[config.mk]
export PLATFORM = sky130hd
export DESIGN_NAME = cmd_list_walker
export DESIGN_NICKNAME = d
export VERILOG_FILES = /design/src/rtl/cmd_list_walker.sv
export SDC_FILE = /design/constraint.sdc
export NUM_CORES = 1
export LEC_CHECK = 0
export BUFFER_PORTS_ARGS = -buffer_cell sky130_fd_sc_hd__buf_4
export CORE_MARGIN = 2
export CORE_UTILIZATION = 30
export CTS_BUF_LIST = sky130_fd_sc_hd__clkbuf_2 sky130_fd_sc_hd__clkbuf_4 sky130_fd_sc_hd__clkbuf_8
export CTS_CLUSTER_DIAMETER = 120
export DETAILED_ROUTE_END_ITERATION = 12
export SYNTH_ARGS = -nofsm -noshare
export SYNTH_HDL_FRONTEND = slang
export SYNTH_SLANG_ARGS = --single-unit
[constraint.sdc]
create_clock -name clk -period 2.41 [get_ports clk]
set_clock_uncertainty 0.1 [all_clocks]
set_input_delay 0.241 -clock clk [delete_from_list [all_inputs] [get_ports clk]]
set_output_delay 0.241 -clock clk [all_outputs]
set_load 0.05 [all_outputs]
[src/rtl/cmd_list_walker.sv]
module cmd_list_walker #(
  parameter logic [2:0] PTR_LIST_TYPE = 3'd1
) (
  input  logic        clk,
  input  logic        rst_n,
  input  logic        start_valid,
  input  logic [31:0] start_word,
  output logic        start_ready,
  output logic        mem_req_valid,
  output logic [31:0] mem_req_addr,
  input  logic        mem_req_ready,
  input  logic        mem_rsp_valid,
  input  logic [31:0] mem_rsp_data,
  output logic        xfer_valid,
  input  logic        xfer_ready,
  output logic [31:0] xfer_src,
  output logic [31:0] xfer_dst,
  output logic [31:0] xfer_len,
  output logic [1:0]  xfer_mode,
  output logic [3:0]  xfer_src_fc,
  output logic [3:0]  xfer_dst_fc,
  output logic [4:0]  xfer_flags,
  input  logic        xfer_done,
  output logic        walk_done,
  output logic        walk_err
);
  typedef enum logic [2:0] {
    S_IDLE, S_PTR_REQ, S_PTR_WAIT, S_CMD_REQ, S_CMD_WAIT, S_ISSUE, S_WAIT_DONE
  } state_t;

  state_t      state;
  logic [31:0] ptr_addr, cmd_addr;
  logic [1:0]  word_idx;
  logic        last_ptr;
  logic [31:0] w_cmd, w_src, w_dst, w_len;
  logic        done_q, err_q;

  assign start_ready   = (state == S_IDLE);
  assign mem_req_valid = (state == S_PTR_REQ) || (state == S_CMD_REQ);
  assign mem_req_addr  = (state == S_PTR_REQ) ? ptr_addr : cmd_addr;
  assign xfer_valid    = (state == S_ISSUE);
  assign xfer_src      = w_src;
  assign xfer_dst      = w_dst;
  assign xfer_len      = w_len;
  assign xfer_mode     = w_cmd[1:0];
  assign xfer_src_fc   = w_cmd[6:3];
  assign xfer_dst_fc   = w_cmd[10:7];
  assign xfer_flags    = {w_cmd[22], w_cmd[21], w_cmd[20], w_cmd[18], w_cmd[17]};
  assign walk_done     = done_q;
  assign walk_err      = err_q;

  always_ff @(posedge clk) begin
    if (!rst_n) begin
      state    <= S_IDLE;
      ptr_addr <= '0;
      cmd_addr <= '0;
      word_idx <= '0;
      last_ptr <= 1'b0;
      w_cmd    <= '0;
      w_src    <= '0;
      w_dst    <= '0;
      w_len    <= '0;
      done_q   <= 1'b0;
      err_q    <= 1'b0;
    end else begin
      done_q <= 1'b0;
      err_q  <= 1'b0;
      case (state)
        S_IDLE:
          if (start_valid) begin
            if (start_word[31:29] == PTR_LIST_TYPE) begin
              ptr_addr <= {start_word[28:0], 3'b000};
              state    <= S_PTR_REQ;
            end else begin
              err_q <= 1'b1;
            end
          end
        S_PTR_REQ:
          if (mem_req_ready) state <= S_PTR_WAIT;
        S_PTR_WAIT:
          if (mem_rsp_valid) begin
            last_ptr <= mem_rsp_data[31];
            cmd_addr <= {mem_rsp_data[28:0], 3'b000};
            ptr_addr <= ptr_addr + 32'd4;
            word_idx <= '0;
            state    <= S_CMD_REQ;
          end
        S_CMD_REQ:
          if (mem_req_ready) state <= S_CMD_WAIT;
        S_CMD_WAIT:
          if (mem_rsp_valid) begin
            cmd_addr <= cmd_addr + 32'd4;
            word_idx <= word_idx + 2'd1;
            state    <= S_CMD_REQ;
            case (word_idx)
              2'd0: begin
                w_cmd <= mem_rsp_data;
                if (mem_rsp_data[1:0] != 2'd0) begin
                  err_q <= 1'b1;
                  state <= S_IDLE;
                end
              end
              2'd1: w_src <= mem_rsp_data;
              2'd2: w_dst <= mem_rsp_data;
              default: begin
                w_len <= mem_rsp_data;
                state <= S_ISSUE;
              end
            endcase
          end
        S_ISSUE:
          if (xfer_ready) state <= S_WAIT_DONE;
        S_WAIT_DONE:
          if (xfer_done) begin
            if (!w_cmd[31])     state <= S_CMD_REQ;
            else if (!last_ptr) state <= S_PTR_REQ;
            else begin
              done_q <= 1'b1;
              state  <= S_IDLE;
            end
          end
        default: state <= S_IDLE;
      endcase
    end
  end

  a_r11_idle_quiet: assert property (@(posedge clk) disable iff (!rst_n)
    start_ready |-> (!mem_req_valid && !xfer_valid));

  a_r2_bad_type_err: assert property (@(posedge clk) disable iff (!rst_n)
    (start_valid && start_ready && start_word[31:29] != PTR_LIST_TYPE) |=> (walk_err && start_ready));

  a_r9_single_read: assert property (@(posedge clk) disable iff (!rst_n)
    (mem_req_valid && mem_req_ready) |=> !mem_req_valid);

  a_r9_req_hold: assert property (@(posedge clk) disable iff (!rst_n)
    (mem_req_valid && !mem_req_ready) |=> (mem_req_valid && $stable(mem_req_addr)));

  a_r3_aligned: assert property (@(posedge clk) disable iff (!rst_n)
    mem_req_valid |-> (mem_req_addr[1:0] == 2'b00));

  a_r10_xfer_hold: assert property (@(posedge clk) disable iff (!rst_n)
    (xfer_valid && !xfer_ready) |=> (xfer_valid && $stable(xfer_src) && $stable(xfer_dst)
                                     && $stable(xfer_len) && $stable(xfer_flags)));

  a_r7_single_only: assert property (@(posedge clk) disable iff (!rst_n)
    xfer_valid |-> (xfer_mode == 2'd0));

  a_r6_end_exclusive: assert property (@(posedge clk) disable iff (!rst_n)
    !(walk_done && walk_err));
endmodule

[Word-level counts from Yosys, hierarchy flattened]
Cells that the tools add are included.
Storage, ports and cells
  flip-flop bits (word level): 200
  output and inout port bits: 148
  word-level logic and storage cells: 80
Cells by class
  add/subtract/negate cells: 3
  equal/unequal tests: 17
  muxes and demuxes: 31
  bitwise operators: 1
  reduce and logical (&&, ||, !) cells: 17
Operators by type and width (number)
  $mux W32: 6
  $pmux W32 S2: 2
  $add A32 B3 Y32 const B: 2
  $mux W3: 8
  $pmux W3 S7: 1
  $reduce_and A3 Y1: 5
  $ne A2 B2 Y1 const B: 6
  $eq A3 B3 Y1 const B: 3
  $mux W2: 4
  $reduce_and A4 Y1: 2
  $reduce_and A8 Y1: 1
  $mux W1: 7
  $eq A3 B1 Y1 const B: 2
  $eq A3 B2 Y1 const B: 2
  $pmux W3 S2: 1
  $reduce_bool A2 Y1: 3
  $ne A2 B1 Y1 const B: 2
  $pmux W2 S2: 1
  $logic_not A3 Y1: 1
  $reduce_or A3 Y1: 1
  $add A2 B1 Y2 const B: 1
  $eq A2 B1 Y1 const B: 1
  $eq A2 B2 Y1 const B: 1
  $logic_not A2 Y1: 1
  other kinds (5): 5

[Longest topological paths before layout]
  depth after elaboration: 5
  depth in mapped cells: 8
  gate-level depth less buffers: 6

[Worst setup path before layout]
OpenSTA, ideal clock, no wires.
  path kind: reg2reg
  start point: register state[0]
  end point: register ptr_addr[17]
  arrival: 2.890 ns
  slack: -0.700 ns
  cell stages (with the launch flop): 7
  buffers on the path: 1
  period minus slack after synthesis: 3.110 ns
  cell sequence: dfxtp_1 > clkbuf_1 > nor3_1 > a31oi_1 > nor4_1 > a31oi_1 > o31a_1
Between the ends
  word-level cells in the longest chain between the ends: 3
Ends and longest elaborated chain
  from (decl): line 31  | state_t state;
  from (signal assigned): line 54  | state <= S_IDLE;
  from (signal assigned): line 73  | state <= S_PTR_REQ;
  from (signal assigned): line 79  | if (mem_req_ready) state <= S_PTR_WAIT;
  $logic_not A3 Y1 *
  via start_ready: line 8  | output logic start_ready,
  $ne A2 B1 Y1 (no line) (tied with other cells)
  $reduce_and A4 Y1 (no line)
  to (signal assigned): line 72  | ptr_addr <= {start_word[28:0], 3'b000};
  to (signal assigned): line 84  | ptr_addr <= ptr_addr + 32'd4;
  to (decl): line 32  | logic [31:0] ptr_addr, cmd_addr;
The timed path passes the listed nets; every way through them passes the cells marked *.
A chain may end at the register's enable or synchronous reset.

[Worst setup path after layout]
  start point: register state[0]
  end point: output mem_req_addr[17]
Between the ends
  word-level cells in the longest chain between the ends: 2
Ends and longest elaborated chain
  $eq A3 B1 Y1: line 40  | assign mem_req_addr = (state == S_PTR_REQ) ? ptr_addr : cmd_addr;
  $mux W32: line 40
  to (decl): line 10  | output logic [31:0] mem_req_addr,
No other way between the ends.

==> qor.yml <==
min_period_over_period_pct: 99.58
grt_pass1_wl_mm: 48.91
powerDensity_nw_per_um2: 469.8
synth_cells: 1104
ir_drop_mv: 0.3159
grt_pass1_vias: 8413
crit_chain: "nor2b_4, nor2b_4, buf_6, buf_12, buf_16, mux2_2, buf_6"
grt_antenna_before_repair: 0
yosysSeqAreaShare_pct: 42.12
fillCellCount: 2860
route.detailed.drc: 0
postRouteAntennaNets: 0
max_clock_freq_mhz: 416.7
grt_use_total_pct: 20.75
hold_slack_ns: 0.02224
via_per_inst: 5.205
clockBufferDepth: 2
synth_edf_count: 0
diodes: 0
gp_congestion: 0.8795
synthTopCellsByArea: "dfxtp_1 42%, nand2_1 13%, a21oi_1 10%"
area_growth_pct: 39.21
netlist.area_leader.share_pct: 42.12
hold-path-cell-count: 3
dr.pass1.iters: 5
floorplan.initialDensity_pct: 30.63
clkLatencyLatePin_ns: 0.48
yosysTopAreaCell: "dfxtp_1"
synth_cell_types: 70
tightest_slew_ns: 0.5623
num_rows: 61
dpl.hpwl_mm: 22.22
synth_most_common_cell: "nand2_1"
port_buffers: 216
overflow: 0
die-area_sq_um: 29890
synth_common_cells: "286 x nand2_1, 180 x dfxtp_1, 171 x a21oi_1, 72 x clkbuf_1, 41 x nor2_1"
cp.arrival_ns: 2.06
ys_ff_latch: 180
synth_ff_type: "dfxtp_1"
syn_avg_cell_area_sq_um: 7.750
vias: 9025
final_nets: 1421
worstRegToRegCells: 5
finalMaxSlewViolations: 0
slew_headroom_pct: 62.51
layout-drive-gt1-share_pct: 27.29
dieHeight_um: 172.9
hold_viol: 0
wl_mm: 32.19
cts_tree: "yes"
clkSinkCount: 180
cp_slowest_cell: "dfxtp_4"
period_needed_ns: 2.400
htreeDepth: 4
required_ns: 2.07
io_pins: 219
grt_max_degree: 65
core-area_sq_um: 27930
die_w_um: 172.9
critPathMaxFanout: 7
end_kind: "output pin"
drtIter0Drc: 689
path_class: "register to output pin"
hold_class: "input port to register"
cts-root-buf: "clkbuf_8"
numCtsBuffers: 17
status: "complete, no violations"
max_cap_violations: 0
max_stage_delay_ns: 0.37
netlist_area_sq_um: 8556
finalSetupTns_ns: 0
crit_path_start_kind: "register"
wl_per_cell_um: 18.56
async_flop_share_pct: 0
yosysWarnings: 0
setup_viol: 0
rsz0062_at_grt: "true"
leakage_nw: 4.531
clk_pin_slew_ns: 0.12
-- flip-flops by register name, indices dropped and copies added, names as in the netlist --
name,flops
xfer_len,32
xfer_src,32
w_cmd,16
walk_err,1
xfer_dst,32
word_idx,2
cmd_addr,30
last_ptr,1
state,3
ptr_addr,30
walk_done,1
-- path summary, 6_finish.rpt --
path,start,to,slack (ns)
setup / recovery,state[0],mem_req_addr[17],0.01
hold / removal,start_word[13],ptr_addr[16],0.02
setup reg to reg,ptr_addr[14],ptr_addr[29],0.14
hold reg to reg,xfer_len[10],xfer_len[10],0.36
-- layout by cell type (no fill, tap or decap), types with 4 or more instances in the layout --
| cell type | instances |
|---|---|
| buf_4 | 237 |
| dlygate4sd3_1 | 42 |
| nand4_1 | 16 |
| a21oi_1 | 171 |
| o22ai_1 | 7 |
| dfxtp_1 | 177 |
| ha_1 | 7 |
| buf_12 | 12 |
| nor3b_1 | 5 |
| nor2_1 | 41 |
| mux2_2 | 16 |
| buf_8 | 4 |
| nand3_1 | 26 |
| and2_1 | 4 |
| clkinv_8 | 4 |
| inv_1 | 11 |
| clkbuf_8 | 17 |
| a311oi_1 | 8 |
| o221ai_1 | 16 |
| nand2_1 | 286 |
| o21ai_0 | 37 |
| nor3_1 | 25 |
| o31a_1 | 5 |
| buf_6 | 26 |
| inv_6 | 4 |
| a211oi_1 | 14 |
| and3_1 | 13 |
| and4_1 | 11 |
| a31oi_1 | 7 |
| mux2i_1 | 11 |
| mux2_4 | 12 |
-- report_power, final --
| group | leakage [nW] | switching [mW] | internal, mW |
|---|---|---|---|
| clock | 0.191 | 1.35 | 0.782 |
| sequential | 1.45 | 0.0236 | 2.99 |
| combinational | 2.89 | 0.243 | 0.210 |
| total | 4.53 | 1.61 | 3.98 |
-- layer usage --
layer	global-route usage, %	part of all wire (%)
met5	0	0
met4	6.674	2.3
met3	3.716	5.3
met2	34.35	48
met1	27.37	44
-- layout make-up --
| class | count | area, sq um | share of cell area, % |
|---|---|---|---|
| multi-input combinational | 809 | 4526 | 38.00 |
| timing repair buffer | 323 | 2853 | 23.95 |
| clock buffer | 17 | 234.0 | 1.964 |
| tap | 378 | 473.0 | 3.971 |
| clock inverter | 15 | 165.2 | 1.387 |
| sequential | 180 | 3612 | 30.33 |
| inverter | 12 | 47.55 | 0.3992 |
-- what timing repair did --
item | in CTS | in global routing
pin swaps | 0 | 0
endpoints found under the setup margin | 30 | 25
hold buffers | 42 | 0
hold endpoints to repair | 123 | 0
setup buffers | 7 | 1
resized for setup | 44 | 12
gates cloned | 3 | 0
-- through the flow --
step	util [%]	instance area, sq um	std cells	setup slack (ns)	power, mW
after floorplan	-	8587	1105	0.05951	3.236
after global placement	38.50	10750	1651	0.2388	3.461
after detailed placement	38.50	10750	1651	0.2125	3.461
after CTS	42.52	11880	1734	-0.01001	5.656
after global routing	42.64	11910	1734	-0.06087	5.798
final	42.64	11910	1734	0.01006	5.595
-- critical path, delay by kind of cell, from the launching register on --
kind | cells | cell delay (ns)
simple gates | 2 | 0.35
mux | 1 | 0.34
flops | 1 | 0.37
buf+inv | 4 | 0.51
-- logic make-up (layout without fill, tap and decap cells) --
| family | Yosys count | after routing | share of synthesized area, % |
|---|---|---|---|
| multiplexers | 39 | 39 | 4.972 |
| other | 1 | 2 | 0.04383 |
| AND/OR/NAND/NOR | 454 | 454 | 23.81 |
| XOR/XNOR | 2 | 2 | 0.2048 |
| buffers and inverters | 116 | 367 | 6.347 |
| adder cells (fa/ha/maj) | 7 | 7 | 1.024 |
| flip-flops | 180 | 180 | 42.12 |
| AO/OA/AOI/OAI | 305 | 305 | 21.48 |
Note: power is estimated with default switching activity, not from simulation.
